$ cat src/rtl/vgc_pkg.sv
package vgc_pkg;
  localparam int DW = 8;

  // stored-bit keep masks; all other positions read as zero
  localparam logic [DW-1:0] MISC_KEEP = 8'h2F;
  localparam logic [DW-1:0] FEAT_KEEP = 8'h0B;

  // clock code: {remapped, source}
  function automatic logic [2:0] pick_clk(input logic [1:0] misc_clk,
                                          input logic [1:0] feat_clk,
                                          input logic       remap_en);
    if (remap_en && (misc_clk == 2'b10)) return {1'b1, feat_clk};
    return {1'b0, misc_clk};
  endfunction

  function automatic logic merge_sync(input logic vs, input logic de, input logic mix);
    return vs | (de & mix);
  endfunction
endpackage

$ cat src/rtl/vgc_io_decode.sv
module vgc_io_decode #(
  parameter int                ADDR_W        = 16,
  parameter logic [ADDR_W-1:0] MISC_WR       = 16'h03C2,
  parameter logic [ADDR_W-1:0] MISC_RD       = 16'h03CC,
  parameter logic [ADDR_W-1:0] FEAT_RD       = 16'h03CA,
  parameter logic [ADDR_W-1:0] FEAT_WR_MONO  = 16'h03BA,
  parameter logic [ADDR_W-1:0] FEAT_WR_COLOR = 16'h03DA
) (
  input  logic [ADDR_W-1:0] addr,
  input  logic              wr,
  input  logic              rd,
  input  logic              color_sel,
  output logic              misc_we,
  output logic              feat_we,
  output logic              feat_drop,
  output logic              misc_re,
  output logic              feat_re
);
  logic [ADDR_W-1:0] feat_live, feat_dead;

  always_comb begin
    feat_live = color_sel ? FEAT_WR_COLOR : FEAT_WR_MONO;
    feat_dead = color_sel ? FEAT_WR_MONO  : FEAT_WR_COLOR;
  end

  assign misc_we   = wr && (addr == MISC_WR);
  assign feat_we   = wr && (addr == feat_live);
  assign feat_drop = wr && (addr == feat_dead);
  assign misc_re   = rd && (addr == MISC_RD);
  assign feat_re   = rd && (addr == FEAT_RD);
endmodule

$ cat src/rtl/vgc_regfile.sv
module vgc_regfile
  import vgc_pkg::*;
(
  input  logic          clk,
  input  logic          rst_n,
  input  logic          misc_we,
  input  logic          feat_we,
  input  logic [DW-1:0] wdata,
  output logic [DW-1:0] misc_q,
  output logic [DW-1:0] feat_q
);
  always_ff @(posedge clk) begin
    if (!rst_n) begin
      misc_q <= '0;
      feat_q <= '0;
    end else begin
      if (misc_we) misc_q <= wdata & MISC_KEEP;
      if (feat_we) feat_q <= wdata & FEAT_KEEP;
    end
  end
endmodule

$ cat src/rtl/vgc_clk_sync.sv
module vgc_clk_sync
  import vgc_pkg::*;
(
  input  logic       clk,
  input  logic       rst_n,
  input  logic [1:0] misc_clk,
  input  logic [1:0] feat_clk,
  input  logic       remap_en,
  input  logic       vsync,
  input  logic       de,
  input  logic       mix,
  output logic [2:0] clk_sel,
  output logic       sync_out
);
  logic [2:0] clk_next;
  logic       sync_next;

  always_comb begin
    clk_next  = pick_clk(misc_clk, feat_clk, remap_en);
    sync_next = merge_sync(vsync, de, mix);
  end

  always_ff @(posedge clk) begin
    if (!rst_n) begin
      clk_sel  <= '0;
      sync_out <= 1'b0;
    end else begin
      clk_sel  <= clk_next;
      sync_out <= sync_next;
    end
  end
endmodule

$ cat src/rtl/vga_genctl_top.sv
module vga_genctl_top
  import vgc_pkg::*;
#(
  parameter int ADDR_W = 16
) (
  input  logic              clk,
  input  logic              rst_n,
  input  logic [ADDR_W-1:0] io_addr,
  input  logic              io_wr,
  input  logic              io_rd,
  input  logic [DW-1:0]     io_wdata,
  output logic [DW-1:0]     io_rdata,
  output logic              io_rvalid,
  input  logic              cfg_remap_en,
  input  logic              vsync_in,
  input  logic              de_in,
  output logic [2:0]        clk_sel,
  output logic              ram_en,
  output logic              page_lo,
  output logic              sync_out
);
  logic [DW-1:0] misc_q, feat_q;
  logic misc_we, feat_we, feat_drop, misc_re, feat_re;

  vgc_io_decode #(.ADDR_W(ADDR_W)) u_dec (
    .addr(io_addr), .wr(io_wr), .rd(io_rd), .color_sel(misc_q[0]),
    .misc_we(misc_we), .feat_we(feat_we), .feat_drop(feat_drop),
    .misc_re(misc_re), .feat_re(feat_re)
  );

  vgc_regfile u_regs (
    .clk(clk), .rst_n(rst_n), .misc_we(misc_we), .feat_we(feat_we),
    .wdata(io_wdata), .misc_q(misc_q), .feat_q(feat_q)
  );

  vgc_clk_sync u_cs (
    .clk(clk), .rst_n(rst_n), .misc_clk(misc_q[3:2]), .feat_clk(feat_q[1:0]),
    .remap_en(cfg_remap_en), .vsync(vsync_in), .de(de_in), .mix(feat_q[3]),
    .clk_sel(clk_sel), .sync_out(sync_out)
  );

  always_comb begin
    io_rdata = '0;
    if (misc_re)      io_rdata = misc_q & MISC_KEEP;
    else if (feat_re) io_rdata = feat_q & FEAT_KEEP;
  end

  assign io_rvalid = misc_re | feat_re;
  assign ram_en    = misc_q[1];
  assign page_lo   = misc_q[5];
endmodule

$ cat config.mk
export PLATFORM = sky130hd
export DESIGN_NAME = vga_genctl_top
export DESIGN_NICKNAME = d
export VERILOG_FILES = /design/src/rtl/vgc_pkg.sv /design/src/rtl/vgc_io_decode.sv /design/src/rtl/vgc_regfile.sv /design/src/rtl/vgc_clk_sync.sv /design/src/rtl/vga_genctl_top.sv
export SDC_FILE = /design/constraint.sdc
export NUM_CORES = 1
export LEC_CHECK = 0
export BUFFER_PORTS_ARGS = -buffer_cell sky130_fd_sc_hd__buf_2
export CORE_MARGIN = 5
export CORE_UTILIZATION = 35
export DETAILED_ROUTE_END_ITERATION = 6
export GPL_TIMING_DRIVEN = 0
export PLACE_DENSITY = 0.82
export SLEW_MARGIN = 10
export SYNTH_ARGS = -nofsm -noshare
export SYNTH_HDL_FRONTEND = slang
export SYNTH_SLANG_ARGS = --single-unit
export TNS_END_PERCENT = 20
$ cat constraint.sdc
create_clock -name clk -period 4.3 [get_ports clk]
set_input_delay 1.29 -clock clk [delete_from_list [all_inputs] [get_ports clk]]
set_output_delay 1.29 -clock clk [all_outputs]
set_load 0.05 [all_outputs]
Yosys cells after proc, flatten, opt, wreduce, memory -nomap -nowiden
Index checks and enable logic that the tools add are counted.

Flip-flop bits (word level): 12. Input bits: 31. Output and inout bits: 15. Word-level logic and storage cells: 25.

Eq/ne operators: 5. Muxes and demuxes: 6. Bitwise gates (word level): 3. Reductions and logical operators: 6.

Operator list (number): $eq A16 B10 Y1 const B (3); $eq A16 B16 Y1 (1); $mux W8 (1); $mux W7 (1); $logic_and A1 B1 Y1 (5); $mux W4 (1); $mux W3 (1); $eq A2 B2 Y1 const B (1); $mux W2 (1); $or A1 B1 Y1 (2); $reduce_and A2 Y1 (1); $and A1 B1 Y1 (1); $mux W1 (1).

Longest topological paths before layout
Gate-level depths: netlist of the first run.

Depth after elaboration: 4. Mapped depth: 5. Mapped depth without buffers: 4.

By module
Synthesis of the first run repeated with hierarchy kept, for this count alone.

Cells, all modules: 78. Area total of the unflattened synthesis: 775.7 um2.

By module, submodules not included: vgc_regfile (times used 1, cells each 34, area an instance 365.4 um2, seq. area each 160.2 um2); vgc_io_decode (times used 1, cells each 19, area an instance 192.7 um2, seq. area each 0.0 um2); vgc_clk_sync (times used 1, cells each 12, area an instance 131.4 um2, seq. area each 80.1 um2); vga_genctl_top (times used 1, cells each 13, area an instance 86.3 um2, seq. area each 0.0 um2).

Worst setup path after synthesis of the first run
No wires, ideal clock.

Path type: input port to output port. From: input port io_addr[13]. To: output port io_rdata[2]. Arrival: 3515 ps. Required time: 3010 ps. Path slack: -505 ps. Stages on the path: 4. Buffers on the path: 0. Cell sequence: nor4b_2 nand3_1 nand4bb_1 nor4bb_1.

Cells in the longest elaborated chain, start to end: 3.

RTL lines: from (decl) (line vga_genctl_top.sv:8) `input logic [ADDR_W-1:0] io_addr,`; $eq A16 B10 Y1 (line vgc_io_decode.sv:29) `assign misc_re = rd && (addr == MISC_RD);`; $logic_and A1 B1 Y1 (line vgc_io_decode.sv:29); $mux W8 (line vga_genctl_top.sv:44) `if (misc_re) io_rdata = misc_q & MISC_KEEP;`; to (decl) (line vga_genctl_top.sv:12) `output logic [DW-1:0] io_rdata,`.

Every way passes these cells.

Worst setup path after layout of the first run
Same ends and word-level chain as after synthesis.

==> impl_metrics.env, run 1 <==
export IMPL_path_clk_slew_ns=0.07
export IMPL_ctsRootBufferMaster="clkbuf_4"
export IMPL_grt_overflow=0
export IMPL_track_usage_pct=13.74
export IMPL_num_vias=652
export IMPL_grt_max_degree=11
export IMPL_cts_resized=0
export IMPL_yosys_most_used_dff="dfxtp_1"
export IMPL_maxCapViolCount=0
export IMPL_die_w_um=52.24
export IMPL_clockBufferDepth=2
export IMPL_nets=150
export IMPL_avgSynthCellArea_sq_um=8.553
export IMPL_async_reset_ff_share_pct=0
export IMPL_grt_antenna_before_repair=0
export IMPL_yosys_top_cells_area="dfxtp_1 (38%), mux2i_1 (13%), nand2_1 (8.4%)"
export IMPL_routed_via_density=4.559
export IMPL_dp_cells=139
export IMPL_critPathCaptureType="output port"
export IMPL_sw_frac_of_total_pct=23.30
export IMPL_cts_tree="yes"
export IMPL_worst_setup_path_type="input pin to output port"
export IMPL_fin_skew_ns=0.004348
export IMPL_gp_congestion=0.7953
export IMPL_status="finished clean"
export IMPL_dieArea_sq_mm=0.002729
export IMPL_syn_inst=73
export IMPL_post_cts_buffers=0
export IMPL_instances_no_fill=143
export IMPL_netlist_top_cells_count="nand2_1 (14), dfxtp_1 (12), mux2i_1 (8), nor2_1 (8), nor2b_1 (4)"
export IMPL_ys_warn_count=0
export IMPL_p_clk_share_pct=37.1
export IMPL_p_total_mw=0.2323
export IMPL_placed_cell_area_sq_um=858.3
export IMPL_start_util_pct=36.56
export IMPL_fmax_mhz=246.6
export IMPL_wl_mm=1.720
export IMPL_htree_levels=1
export IMPL_synth_top_family_by_area="simple AND/OR/NAND/NOR gates"
export IMPL_synth_top_area_cell="dfxtp_1"
export IMPL_cts_hold_buf=0
export IMPL_initialDrtViolationCount=6
export IMPL_p_switching_mw=0.05412
export IMPL_yosys_cell_count_top_type="nand2_1"
export IMPL_die_h_um=52.24
export IMPL_antenna_cells=0
export IMPL_crit_fanout=6
export IMPL_p_seq_share_pct=48.0
export IMPL_synth_compound_area_share_pct=6.212
export IMPL_hold_viol_final=0
export IMPL_power_share_combinational_pct=14.9
export IMPL_firstDrtPassIters=4
export IMPL_synthMuxAreaShare_pct=12.83
export IMPL_fin_crit_sh_pct=94.29
export IMPL_yosys_area_share_simple_pct=36.07
export IMPL_numCtsBuffers=3
export IMPL_drive_gt1_share_pct=42.37
export IMPL_cp_start_kind="input pin"
export IMPL_synthAdderAreaFrac_pct=0
export IMPL_core_sq_mm=0.001708
export IMPL_fillCellCount=175
export IMPL_crit_required_ns=3.01
export IMPL_clock_sinks=12
export IMPL_p_int_mw=0.1782
export IMPL_hold_depth=2
export IMPL_hold_path_class="register to register"
export IMPL_syn_area_sq_um=624.3
export IMPL_drc=0
export IMPL_fin_setup_tns_ns=0
export IMPL_worstPathArrival_ns=2.76
export IMPL_wl_per_cell_um=12.03
export IMPL_synth_top_area_share_pct=38.48
export IMPL_synth_edf_count=0
export IMPL_p_leak_nw=0.4657
export IMPL_synth_xor_area_share_pct=0
export IMPL_postLayoutCellArea_sq_um=894.6
export IMPL_synth_seq_cells=12
export IMPL_drv_slew=0
export IMPL_setup_viol=0
export IMPL_grt_pass1_wl_mm=2.739
export IMPL_insertion_delay_ns=0.26
export IMPL_yosysSeqAreaShare_pct=38.48
export IMPL_rows=15
export IMPL_post_route_util_pct=52.38
export IMPL_ys_types=22
export IMPL_ant_nets=0
export IMPL_grt_pass1_vias=706
export IMPL_min_period_ns=4.055
export IMPL_powerDensity_mw_per_mm2=259.7
export IMPL_rsz0062_at_grt="false"
export IMPL_area_delta_synth_final_pct=43.29
export IMPL_hpwlAfterDp_mm=1.500
export IMPL_vdd_ir_drop_max_mv=0.1310
export IMPL_ff2ff_path_depth=5
export IMPL_io_pins=46
export IMPL_port_buffers=39
-- worst paths after layout --
check	from	endpoint	slack, ns
worst max-delay path	io_addr[13]	io_rdata[2]	0.25
worst min-delay path	u_regs.misc_q[5]	u_regs.misc_q[5]	0.47
worst max register to register	u_regs.misc_q[0]	u_regs.feat_q[1]	2.89
worst min register to register	u_regs.misc_q[5]	u_regs.misc_q[5]	0.47
-- area by class of cell --
cell class | count | area (sq um) | area share [%]
Buffer | 6 | 36.28 | 4.056
Clock buffer | 4 | 36.28 | 4.056
Multi-Input combinational cell | 57 | 355.3 | 39.72
Sequential cell | 12 | 240.2 | 26.85
Tap cell | 25 | 31.28 | 3.497
Timing Repair Buffer | 39 | 195.2 | 21.82
-- state kept, by name, summed over array words and instances, names as in the netlist --
signal	count
u_cs.clk_sel	3
u_cs.sync_out	1
u_regs.misc_q	5
u_regs.feat_q	3
-- kinds of logic after synthesis --
family	count (synthesis)
simple gates	40
flops	12
mux	8
compound gates	6
buf+inv	6
other cells	1
-- per-layer routing --
metal / share of wire, % / GRT usage [%]
met1: 36 / 12.70
met2: 58 / 27.82
met3: 3.4 / 1.140
met4: 1.6 / 8.936
met5: 0 / 0
-- cell usage in the layout, fill, tap and decap left out, drive strengths merged, types with 2 or more instances in the layout --
master,n
buf,44
nand2,14
dfxtp,12
nor2,8
mux2i,8
clkbuf,5
nor2b,4
a22oi,3
conb,3
nand3,2
nand2b,2
nor4bb,2
a21oi,2
or4,2
-- worst max-delay path: stages --
cell and delay [ns]:
buf_2 0.10, nor4b_2 0.25, nand3_1 0.15, nand4bb_1 0.33, nor4bb_1 0.33, buf_2 0.31
-- power groups by stage --
stage,sequential [mW],clock [mW],combinational (mW)
floorplan,0.116,0,0.0163
global placement,0.114,0,0.0332
global route,0.112,0.0955,0.0379
finish,0.112,0.0862,0.0346
CTS,0.112,0.0907,0.0343
detailed placement,0.114,0,0.0343
-- metrics by stage --
stage                     setup slack (ns)  hold WS [ns]
final                               0.2455        0.4690
after global routing               0.02740        0.4990
after CTS                           0.2196        0.4735
after detailed placement            0.2269        0.4616
after global placement              0.2745        0.4561
after floorplan                    -0.5051        0.4517
No activity file was read; power rests on OpenSTA's default activity.
==> run 2: changes to the inputs <==
--- a/config.mk
+++ b/config.mk
@@ -11,6 +11,8 @@
 export DETAILED_ROUTE_END_ITERATION = 6
 export GPL_TIMING_DRIVEN = 0
 export PLACE_DENSITY = 0.82
+export RECOVER_POWER = 25
+export REMOVE_ABC_BUFFERS = 1
 export SLEW_MARGIN = 10
 export SYNTH_ARGS = -nofsm -noshare
 export SYNTH_HDL_FRONTEND = slang
==> run 2 against run 1 <==
Against the previous run: fmax down 0.84%; critical path depth is the same; non-clock buffer count is 6 lower; sequential power hardly changed; sequential share of layout area up 1.3 points; cell count fell by 4.2%; global-route usage decreased by 0.73 points; cell area is 4.5% lower; via count decreased by 0.15%; sequential cell count unchanged; clock-buffer cell count stayed put; register-to-register slack better by 0.02 ns; critical path type unchanged; highest routed layer unchanged.
==> impl_metrics.env, run 2 (synthesis results as in run 1) <==
export IMPL_clockBufferDepth=2
export IMPL_crit_required_ns=3.01
export IMPL_layout_common_cells="buf_2 (36), nand2_1 (14), dfxtp_1 (12)"
export IMPL_cts_tree="yes"
export IMPL_post_cts_buffers=0
export IMPL_cts_hold_buf=0
export IMPL_hold_viol_final=0
export IMPL_cp_start_kind="input pin"
export IMPL_final_common_cell="buf_2"
export IMPL_htree_levels=1
export IMPL_start_util_pct=36.56
export IMPL_instances_no_fill=137
export IMPL_setup_viol=0
export IMPL_grt_max_degree=16
export IMPL_max_slew_worst_pin_slew_ns=0.5963
export IMPL_ant_nets=0
export IMPL_max_flop_register="u_regs.misc_q"
export IMPL_nets=144
export IMPL_highest_layer="met4"
export IMPL_initialDrtViolationCount=7
export IMPL_fin_crit_sh_pct=95.09
export IMPL_drive_gt1_share_pct=37.50
export IMPL_crit_fanout=6
export IMPL_io_pins=46
export IMPL_p_total_mw=0.2330
export IMPL_clock_sinks=12
export IMPL_area_delta_synth_final_pct=36.87
export IMPL_wl_met3_um=230
export IMPL_cp_slowest_cell="nand4bb_1"
export IMPL_cp_top_family="simple AND/OR/NAND/NOR gates"
export IMPL_rsz0062_at_grt="false"
export IMPL_cpPeakStageDelay_ns=0.35
export IMPL_wl_met1_um=632
export IMPL_cts_resized=0
export IMPL_hold_path_class="register to register"
export IMPL_reg_top3="u_regs.misc_q: 5 flops, u_cs.clk_sel: 3 flops, u_regs.feat_q: 3 flops"
export IMPL_ctsRootBufferMaster="clkbuf_4"
export IMPL_wl_mm=1.686
export IMPL_port_buffers=39
export IMPL_dieArea_sq_mm=0.002729
export IMPL_fmax_mhz=244.6
export IMPL_fin_setup_tns_ns=0
export IMPL_crit_path_frequent_cell="buf_2"
export IMPL_gp_congestion=0.7292
export IMPL_worstPathArrival_ns=2.80
export IMPL_status="finished clean"
export IMPL_post_route_util_pct=50.04
export IMPL_rows=15
export IMPL_min_period_ns=4.089
export IMPL_fillCellCount=179
export IMPL_insertion_delay_ns=0.27
export IMPL_num_vias=651
export IMPL_grt_antenna_before_repair=0
export IMPL_largest_reg_flops=5
export IMPL_maxSlewHeadroom_pct=60.42
export IMPL_die_h_um=52.24
export IMPL_grt_overflow=0
export IMPL_core_sq_mm=0.001708
export IMPL_critPathCaptureType="output port"
export IMPL_track_usage_pct=13.01
export IMPL_vdd_ir_drop_max_mv=0.1217
export IMPL_grt_pass1_vias=635
export IMPL_powerDensity_mw_per_mm2=272.7
export IMPL_route_met2_wl_um=787
export IMPL_drc=0
export IMPL_worst_setup_path_type="input pin to output port"
export IMPL_routed_via_density=4.752
export IMPL_firstDrtPassIters=4
export IMPL_path_clk_slew_ns=0.07
export IMPL_wl_per_cell_um=12.31
export IMPL_critPathBufInv=2
export IMPL_p_leak_nw=0.4329
export IMPL_maxCapViolCount=0
export IMPL_grt_pass1_wl_mm=2.594
export IMPL_hpwlAfterDp_mm=1.360
export IMPL_fin_skew_ns=0.001704
export IMPL_antenna_cells=0
export IMPL_dp_cells=133
export IMPL_drv_slew=0
export IMPL_crit_chain="buf_2 > nor4b_2 > nand3_1 > nand4bb_1 > nor4bb_1 > buf_2"
export IMPL_die_w_um=52.24
export IMPL_numCtsBuffers=3
==> run 2: cell count changes in the layout (fill, tap and decap cells not counted) <==
cell and delta:
buf_2 -5, buf_4 -3, clkbuf_1 +2
==> run 2: per-stage QoR <==
step	setup WS, ns	instance area (sq um)	hold slack [ns]
2_1_floorplan	-0.5051	595.6	0.4517
3_3_place_gp	0.2072	822.0	0.4598
3_5_place_dp	0.2018	822.0	0.4665
4_1_cts	0.1882	858.3	0.4784
5_1_grt	0.09027	854.6	0.5118
6_report	0.2110	854.6	0.4725
==> run 2: layer usage <==
layer / vias to the layer above / track usage (%)
li1: 329 / -
met4: 0 / 7.660
met2: 41 / 22.80
met5: - / 0
met3: 5 / 3.419
met1: 276 / 13.88
==> run 2: final timing paths <==
kind,slack [ns],to,cells past startpoint,from
worst max-delay path,0.21,io_rdata[5],6,io_addr[13]
worst min-delay path,0.47,u_regs.misc_q[5],2,u_regs.misc_q[5]
worst max register to register,2.91,u_regs.feat_q[0],4,u_regs.misc_q[0]
worst min register to register,0.47,u_regs.misc_q[5],2,u_regs.misc_q[5]
==> run 2: tightest hold or removal path, delay by kind of cell, from the launching register on <==
family	cells	cell delay, ns
mux	1	0.05
flops	1	0.32
simple gates	1	0.05
==> run 2: power breakdown <==
part           internal (mW)  switching [mW]  leakage, nW
Clock                 0.0515          0.0385       0.0210
Sequential             0.111       0.0000982       0.0969
Combinational         0.0129          0.0185        0.315
==> run 2: area by class of cell <==
cell class | instances | area (sq um) | area share, %
well taps | 25 | 31.28 | 3.660
flip-flops and latches | 12 | 240.2 | 28.11
clock buffers | 4 | 36.28 | 4.246
repair buffers | 39 | 191.4 | 22.40
multi-input cells | 57 | 355.3 | 41.58
